$ cat config.mk
export PLATFORM = sky130hd
export DESIGN_NAME = tap_port
export DESIGN_NICKNAME = d
export VERILOG_FILES = /design/src/rtl/tap_pkg.sv /design/src/rtl/tap_fsm.sv /design/src/rtl/tap_ir.sv /design/src/rtl/tap_dr.sv /design/src/rtl/tap_port.sv
export SDC_FILE = /design/constraint.sdc
export NUM_CORES = 1
export LEC_CHECK = 0
export BUFFER_PORTS_ARGS = -buffer_cell sky130_fd_sc_hd__buf_2
export CORE_MARGIN = 2
export CORE_UTILIZATION = 27
export CTS_CLUSTER_DIAMETER = 80
export CTS_CLUSTER_SIZE = 24
export DETAILED_ROUTE_END_ITERATION = 7
export PLACE_DENSITY_LB_ADDON = 0.25
export SLEW_MARGIN = 20
export SYNTH_ARGS = -nofsm -noshare
export SYNTH_HDL_FRONTEND = slang
export SYNTH_HIERARCHICAL = 1
export SYNTH_SLANG_ARGS = --single-unit
$ cat constraint.sdc
create_clock -name tck -period 2.38 [get_ports tck]
set_clock_uncertainty 0.2 [all_clocks]
set_input_delay 0.476 -clock tck [delete_from_list [all_inputs] [get_ports tck]]
set_output_delay 0.476 -clock tck [all_outputs]
set_load 0.1 [all_outputs]
$ cat src/rtl/tap_pkg.sv
package tap_pkg;

    localparam int IR_W = 4;

    typedef enum logic [3:0] {
        ST_TLR,    ST_RTI,
        ST_SEL_DR, ST_CAP_DR, ST_SHF_DR, ST_EX1_DR, ST_PAU_DR, ST_EX2_DR, ST_UPD_DR,
        ST_SEL_IR, ST_CAP_IR, ST_SHF_IR, ST_EX1_IR, ST_PAU_IR, ST_EX2_IR, ST_UPD_IR
    } tap_state_e;

    typedef enum logic [1:0] {
        PATH_BYP,
        PATH_ID,
        PATH_BSR
    } path_e;

    localparam logic [IR_W-1:0] OP_EXT_TEST = 4'b0000;
    localparam logic [IR_W-1:0] OP_SAMPLE   = 4'b0001;
    localparam logic [IR_W-1:0] OP_IDENT    = 4'b0010;
    localparam logic [IR_W-1:0] OP_CLAMP    = 4'b0011;
    localparam logic [IR_W-1:0] OP_FLOAT    = 4'b0100;
    localparam logic [IR_W-1:0] OP_BYPASS   = 4'b1111;

    localparam logic [IR_W-1:0] IR_CAPTURE_PAT = 4'b0001;

endpackage

$ cat src/rtl/tap_fsm.sv
module tap_fsm
    import tap_pkg::*;
(
    input  logic       tck,
    input  logic       trst_n,
    input  logic       tms,
    output tap_state_e state_q,
    output logic       tlr_next,
    output logic       cap_ir,
    output logic       shf_ir,
    output logic       upd_ir,
    output logic       cap_dr,
    output logic       shf_dr,
    output logic       upd_dr
);

    tap_state_e state_d;

    // State register
    always_ff @(posedge tck or negedge trst_n) begin
        if (!trst_n) state_q <= ST_TLR;
        else         state_q <= state_d;
    end

    // Transition logic
    always_comb begin
        state_d = state_q;
        unique case (state_q)
            ST_TLR:    state_d = tms ? ST_TLR    : ST_RTI;
            ST_RTI:    state_d = tms ? ST_SEL_DR : ST_RTI;
            ST_SEL_DR: state_d = tms ? ST_SEL_IR : ST_CAP_DR;
            ST_CAP_DR: state_d = tms ? ST_EX1_DR : ST_SHF_DR;
            ST_SHF_DR: state_d = tms ? ST_EX1_DR : ST_SHF_DR;
            ST_EX1_DR: state_d = tms ? ST_UPD_DR : ST_PAU_DR;
            ST_PAU_DR: state_d = tms ? ST_EX2_DR : ST_PAU_DR;
            ST_EX2_DR: state_d = tms ? ST_UPD_DR : ST_SHF_DR;
            ST_UPD_DR: state_d = tms ? ST_SEL_DR : ST_RTI;
            ST_SEL_IR: state_d = tms ? ST_TLR    : ST_CAP_IR;
            ST_CAP_IR: state_d = tms ? ST_EX1_IR : ST_SHF_IR;
            ST_SHF_IR: state_d = tms ? ST_EX1_IR : ST_SHF_IR;
            ST_EX1_IR: state_d = tms ? ST_UPD_IR : ST_PAU_IR;
            ST_PAU_IR: state_d = tms ? ST_EX2_IR : ST_PAU_IR;
            ST_EX2_IR: state_d = tms ? ST_UPD_IR : ST_SHF_IR;
            ST_UPD_IR: state_d = tms ? ST_SEL_DR : ST_RTI;
            default:   state_d = ST_TLR;
        endcase
    end

    // State-decoded strobes
    always_comb begin
        tlr_next = (state_d == ST_TLR);
        cap_ir   = (state_q == ST_CAP_IR);
        shf_ir   = (state_q == ST_SHF_IR);
        upd_ir   = (state_q == ST_UPD_IR);
        cap_dr   = (state_q == ST_CAP_DR);
        shf_dr   = (state_q == ST_SHF_DR);
        upd_dr   = (state_q == ST_UPD_DR);
    end

endmodule

$ cat src/rtl/tap_ir.sv
module tap_ir
    import tap_pkg::*;
(
    input  logic            tck,
    input  logic            trst_n,
    input  logic            tdi,
    input  logic            tlr_next,
    input  logic            cap_ir,
    input  logic            shf_ir,
    input  logic            upd_ir,
    output logic [IR_W-1:0] ir_sr,
    output logic [IR_W-1:0] ir_q,
    output path_e           path,
    output logic            mode_drive,
    output logic            mode_hiz,
    output logic            mode_capture
);

    // Shift stage
    always_ff @(posedge tck or negedge trst_n) begin
        if (!trst_n)     ir_sr <= IR_CAPTURE_PAT;
        else if (cap_ir) ir_sr <= IR_CAPTURE_PAT;
        else if (shf_ir) ir_sr <= {tdi, ir_sr[IR_W-1:1]};
    end

    // Current instruction
    always_ff @(posedge tck or negedge trst_n) begin
        if (!trst_n)       ir_q <= OP_IDENT;
        else if (tlr_next) ir_q <= OP_IDENT;
        else if (upd_ir)   ir_q <= ir_sr;
    end

    // Decode
    always_comb begin
        path         = PATH_BYP;
        mode_drive   = 1'b0;
        mode_hiz     = 1'b0;
        mode_capture = 1'b0;
        unique case (ir_q)
            OP_EXT_TEST: begin
                path         = PATH_BSR;
                mode_drive   = 1'b1;
                mode_capture = 1'b1;
            end
            OP_SAMPLE: begin
                path         = PATH_BSR;
                mode_capture = 1'b1;
            end
            OP_IDENT:  path = PATH_ID;
            OP_CLAMP:  mode_drive = 1'b1;
            OP_FLOAT:  mode_hiz   = 1'b1;
            default:   path = PATH_BYP;
        endcase
    end

endmodule

$ cat src/rtl/tap_dr.sv
module tap_dr
    import tap_pkg::*;
#(
    parameter int          ID_W    = 32,
    parameter logic [31:0] ID_WORD = 32'h0043_4067
) (
    input  logic  tck,
    input  logic  trst_n,
    input  logic  tdi,
    input  logic  cap_dr,
    input  logic  shf_dr,
    input  logic  shf_ir,
    input  path_e path,
    input  logic  ir_lsb,
    input  logic  bsr_so,
    output logic  tdo,
    output logic  tdo_oe
);

    logic            byp_q;
    logic [ID_W-1:0] id_sr;
    logic            dr_bit;

    always_ff @(posedge tck or negedge trst_n) begin
        if (!trst_n) begin
            byp_q <= 1'b0;
            id_sr <= ID_WORD[ID_W-1:0];
        end else if (cap_dr) begin
            byp_q <= 1'b0;
            if (path == PATH_ID) id_sr <= ID_WORD[ID_W-1:0];
        end else if (shf_dr) begin
            byp_q <= tdi;
            if (path == PATH_ID) id_sr <= {tdi, id_sr[ID_W-1:1]};
        end
    end

    always_comb begin
        unique case (path)
            PATH_ID:  dr_bit = id_sr[0];
            PATH_BSR: dr_bit = bsr_so;
            default:  dr_bit = byp_q;
        endcase
    end

    // Falling-edge output stage
    always_ff @(negedge tck or negedge trst_n) begin
        if (!trst_n) begin
            tdo    <= 1'b0;
            tdo_oe <= 1'b0;
        end else begin
            tdo_oe <= shf_ir | shf_dr;
            if (shf_ir)      tdo <= ir_lsb;
            else if (shf_dr) tdo <= dr_bit;
        end
    end

endmodule

$ cat src/rtl/tap_port.sv
module tap_port
    import tap_pkg::*;
#(
    parameter logic [3:0]  ID_REV   = 4'h0,
    parameter logic [15:0] ID_PART  = 16'h0434,
    parameter logic [10:0] ID_MAKER = 11'h033
) (
    input  logic tck,
    input  logic trst_n,
    input  logic tms,
    input  logic tdi,
    output logic tdo,
    output logic tdo_oe,
    output logic bsr_si,
    input  logic bsr_so,
    output logic bsr_capture,
    output logic bsr_shift,
    output logic bsr_update,
    output logic mode_drive,
    output logic mode_hiz,
    output logic mode_capture
);

    localparam logic [31:0] ID_WORD = {ID_REV, ID_PART, ID_MAKER, 1'b1};

    tap_state_e      st;
    logic            tlr_next, cap_ir, shf_ir, upd_ir, cap_dr, shf_dr, upd_dr;
    logic [IR_W-1:0] ir_sr, ir_q;
    path_e           path;
    logic            sel_bsr;

    tap_fsm u_fsm (
        .tck(tck), .trst_n(trst_n), .tms(tms), .state_q(st), .tlr_next(tlr_next),
        .cap_ir(cap_ir), .shf_ir(shf_ir), .upd_ir(upd_ir),
        .cap_dr(cap_dr), .shf_dr(shf_dr), .upd_dr(upd_dr)
    );

    tap_ir u_ir (
        .tck(tck), .trst_n(trst_n), .tdi(tdi), .tlr_next(tlr_next),
        .cap_ir(cap_ir), .shf_ir(shf_ir), .upd_ir(upd_ir),
        .ir_sr(ir_sr), .ir_q(ir_q), .path(path),
        .mode_drive(mode_drive), .mode_hiz(mode_hiz), .mode_capture(mode_capture)
    );

    tap_dr #(.ID_W(32), .ID_WORD(ID_WORD)) u_dr (
        .tck(tck), .trst_n(trst_n), .tdi(tdi), .cap_dr(cap_dr), .shf_dr(shf_dr),
        .shf_ir(shf_ir), .path(path), .ir_lsb(ir_sr[0]), .bsr_so(bsr_so),
        .tdo(tdo), .tdo_oe(tdo_oe)
    );

    assign sel_bsr     = (path == PATH_BSR);
    assign bsr_si      = tdi;
    assign bsr_capture = cap_dr & sel_bsr;
    assign bsr_shift   = shf_dr & sel_bsr;
    assign bsr_update  = upd_dr & sel_bsr;

endmodule

==> results.json <==
{
  "ys_seq_area_share_pct": 49.90,
  "violations": "setup timing",
  "root_buffer": "clkbuf_8",
  "maxCapViolations": 0,
  "rr_worst_depth": 6,
  "core_area_um2": 8636,
  "critical_path.max_stage_delay_ns": 0.59,
  "num_vias": 1660,
  "syn_area_um2": 2385,
  "crit_path_cell_trace": "nor4b_4, inv_1, ha_4, a221oi_2, nor4b_1, a221o_1",
  "ys_seq_elements": 47,
  "die_x_um": 97.98,
  "numPortBuffers": 13,
  "synthCells": 237,
  "synth.avg_cell_area_um2": 10.06,
  "grt_pass1_vias": 1648,
  "setup_tns_ns": -1.878,
  "max_slew_margin_pct": 62.01,
  "grt_use_total_pct": 10.26,
  "cts_buffers": 5,
  "reg2reg_slack_ns": -0.82,
  "status": "finished with violations",
  "final_nets": 272,
  "grt_pass1_wl_mm": 7.997,
  "postLayoutSetupSlackWorst_ns": -0.8227,
  "drcViolationCount": 0,
  "worst_setup_path_start_kind": "flip-flop",
  "setup_violations": 5,
  "dieArea_um2": 9600,
  "cp.depth": 6,
  "die_y_um": 97.98,
  "h-tree-depth": 2,
  "synth_top_flop_cell": "dfrtp_1",
  "p_leak_nw": 1.260,
  "critPathCaptureType": "flip-flop",
  "pre_cts_slack_ns": -0.8278,
  "grt_overflow": 0,
  "synth_edf_count": 0,
  "cts_sinks": 47,
  "synth_top_area_share_pct": 35.68,
  "utilization_pct": 34.02,
  "ys_types": 45,
  "io_pins": 14,
  "drtIter0Drc": 84,
  "cp_max_fo": 4,
  "worstMarginPinSlew_ns": 0.5698,
  "path_buf_inv": 1,
  "power.density_nw_per_um2": 1391,
  "slowest_stage": "dfstp_2",
  "crit_family": "flip-flops",
  "synth_fp_nets": 244,
  "yosysWarnings": 6,
  "min_path_type": "in2async",
  "drive_gt1_share_pct": 33.08,
  "drv_slew": 0,
  "critical_path_arrival_ns": 1.95,
  "antenna_found_initial": 0,
  "rows": 34,
  "insertion_delay_ns": 0.30,
  "grt_max_degree": 46,
  "start_util_pct": 27.62,
  "first_pass_iters": 4,
  "rsz0062_at_grt": "yes",
  "ir_drop_mv": 0.4832,
  "cp.required_ns": 1.13,
  "hold_viol": 0,
  "avgViaCountPerCell": 4.439,
  "ant_nets": 0,
  "syn_to_final_growth_pct": 23.19,
  "tritoncts": "done",
  "clk_pin_slew_ns": 0.08,
  "final_cell_mix": "dfrtp_1, nand2_1, buf_4",
  "wl_per_cell_um": 12.06,
  "synth_top_area_cell": "dfrtp_1",
  "place_congestion": 0.7610,
  "antenna_cells": 0,
  "hpwl_mm": 3.041,
  "synth.area.top_cells": "dfrtp_1, dfstp_2, nand2b_1",
  "clock_path_buffers": 2,
  "async_flop_share_pct": 100.0,
  "mostFrequentLayoutCell": "dfrtp_1",
  "critPathKind": "reg2reg",
  "routed_wirelength_mm": 4.509
}
==> synth_stat cells (all sizes together) (5+ instances only) <==
cell type   n
mux2i       7
nand2b     24
nor3        7
nand2      34
dfstp      11
buf        15
o21ai      33
inv         6
nor2b       5
dfrtp      34
nor2       21
==> repair_timing <==
| item | CTS | global route |
|---|---|---|
| hold buffers | 0 | 0 |
| buffers inserted | 0 | 3 |
| pin swaps | 0 | 0 |
| endpoints found under the setup margin | 4 | 7 |
| gates resized for setup | 8 | 8 |
| cloned | 0 | 0 |
==> stage by stage <==
step | cells | hold WS (ns) | power, W | instance area [um^2]
floorplan | 237 | -0.01959 | 0.002910 | 2416
global placement | 366 | 0.2524 | 0.003377 | 2751
detailed placement | 366 | 0.2573 | 0.003407 | 2751
CTS | 374 | 0.1690 | 0.004097 | 2909
global route | 374 | 0.1916 | 0.004442 | 2938
finish | 374 | 0.1247 | 0.004087 | 2938
==> cells by family (layout without fill, tap and decap cells) <==
logic type	Yosys count	after routing	share of synthesized area (%)
and+or+nand+nor	102	102	22.04
AOI/OAI and AO/OA	53	53	16.16
DFF	47	47	49.90
buffers and inverters	24	53	7.188
muxes	7	7	2.938
adders and majority gates	2	2	1.049
xor gates and xnor gates	2	2	0.7347
==> flip-flops by register name, indices dropped and copies added (netlist names) <==
signal         flops
u_dr/tdo           1
u_ir/ir_sr         4
u_fsm/state_q      4
u_dr/byp_q         1
u_ir/ir_q          4
u_dr/tdo_oe        1
u_dr/id_sr        32
==> metal layers <==
metal | wire length [um] | share of wire [%] | track usage [%] | vias up
met5 | 0 | 0 | 0 | -
met4 | 59 | 1.3 | 3.846 | 0
met3 | 106 | 2.4 | 2.434 | 5
met2 | 2010 | 45 | 15.91 | 15
met1 | 2332 | 52 | 13.94 | 779
li1 | - | - | - | 861
==> cell type report <==
| class | instances | area, um^2 |
|---|---|---|
| clock buffers | 6 | 82.58 |
| clock inverters | 2 | 35.03 |
| fillers | 871 | 5698 |
| inverters | 6 | 22.52 |
| multi-input cells | 166 | 1116 |
| flip-flops and latches | 47 | 1190 |
| well taps | 108 | 135.1 |
| repair buffers | 39 | 356.6 |
==> final timing paths <==
path	startpoint	endpoint
max	u_ir/ir_q[1]	u_dr/tdo
max reg2reg	u_ir/ir_q[1]	u_dr/tdo
max in group asynchronous	trst_n	u_dr/tdo
min in group tck	u_dr/id_sr[17]	u_dr/id_sr[17]
min reg2reg	u_dr/id_sr[17]	u_dr/id_sr[17]
min	trst_n	u_fsm/state_q[1]
==> worst reg2reg max path, stage by stage (launching register included) <==
cell and delay (ns):
dfstp_2 0.59, nor4b_4 0.22, inv_1 0.11, ha_4 0.17
a221oi_2 0.23, nor4b_1 0.09, a221o_1 0.26
==> power by group <==
part | switching, W | internal (W) | total [W] | leakage, nW
clock network | 0.000262 | 0.000340 | 0.000602 | 0.0612
registers | 0.000217 | 0.00116 | 0.00138 | 0.595
logic | 0.00121 | 0.000900 | 0.00211 | 0.604
Note: power is estimated with default switching activity, not from simulation.
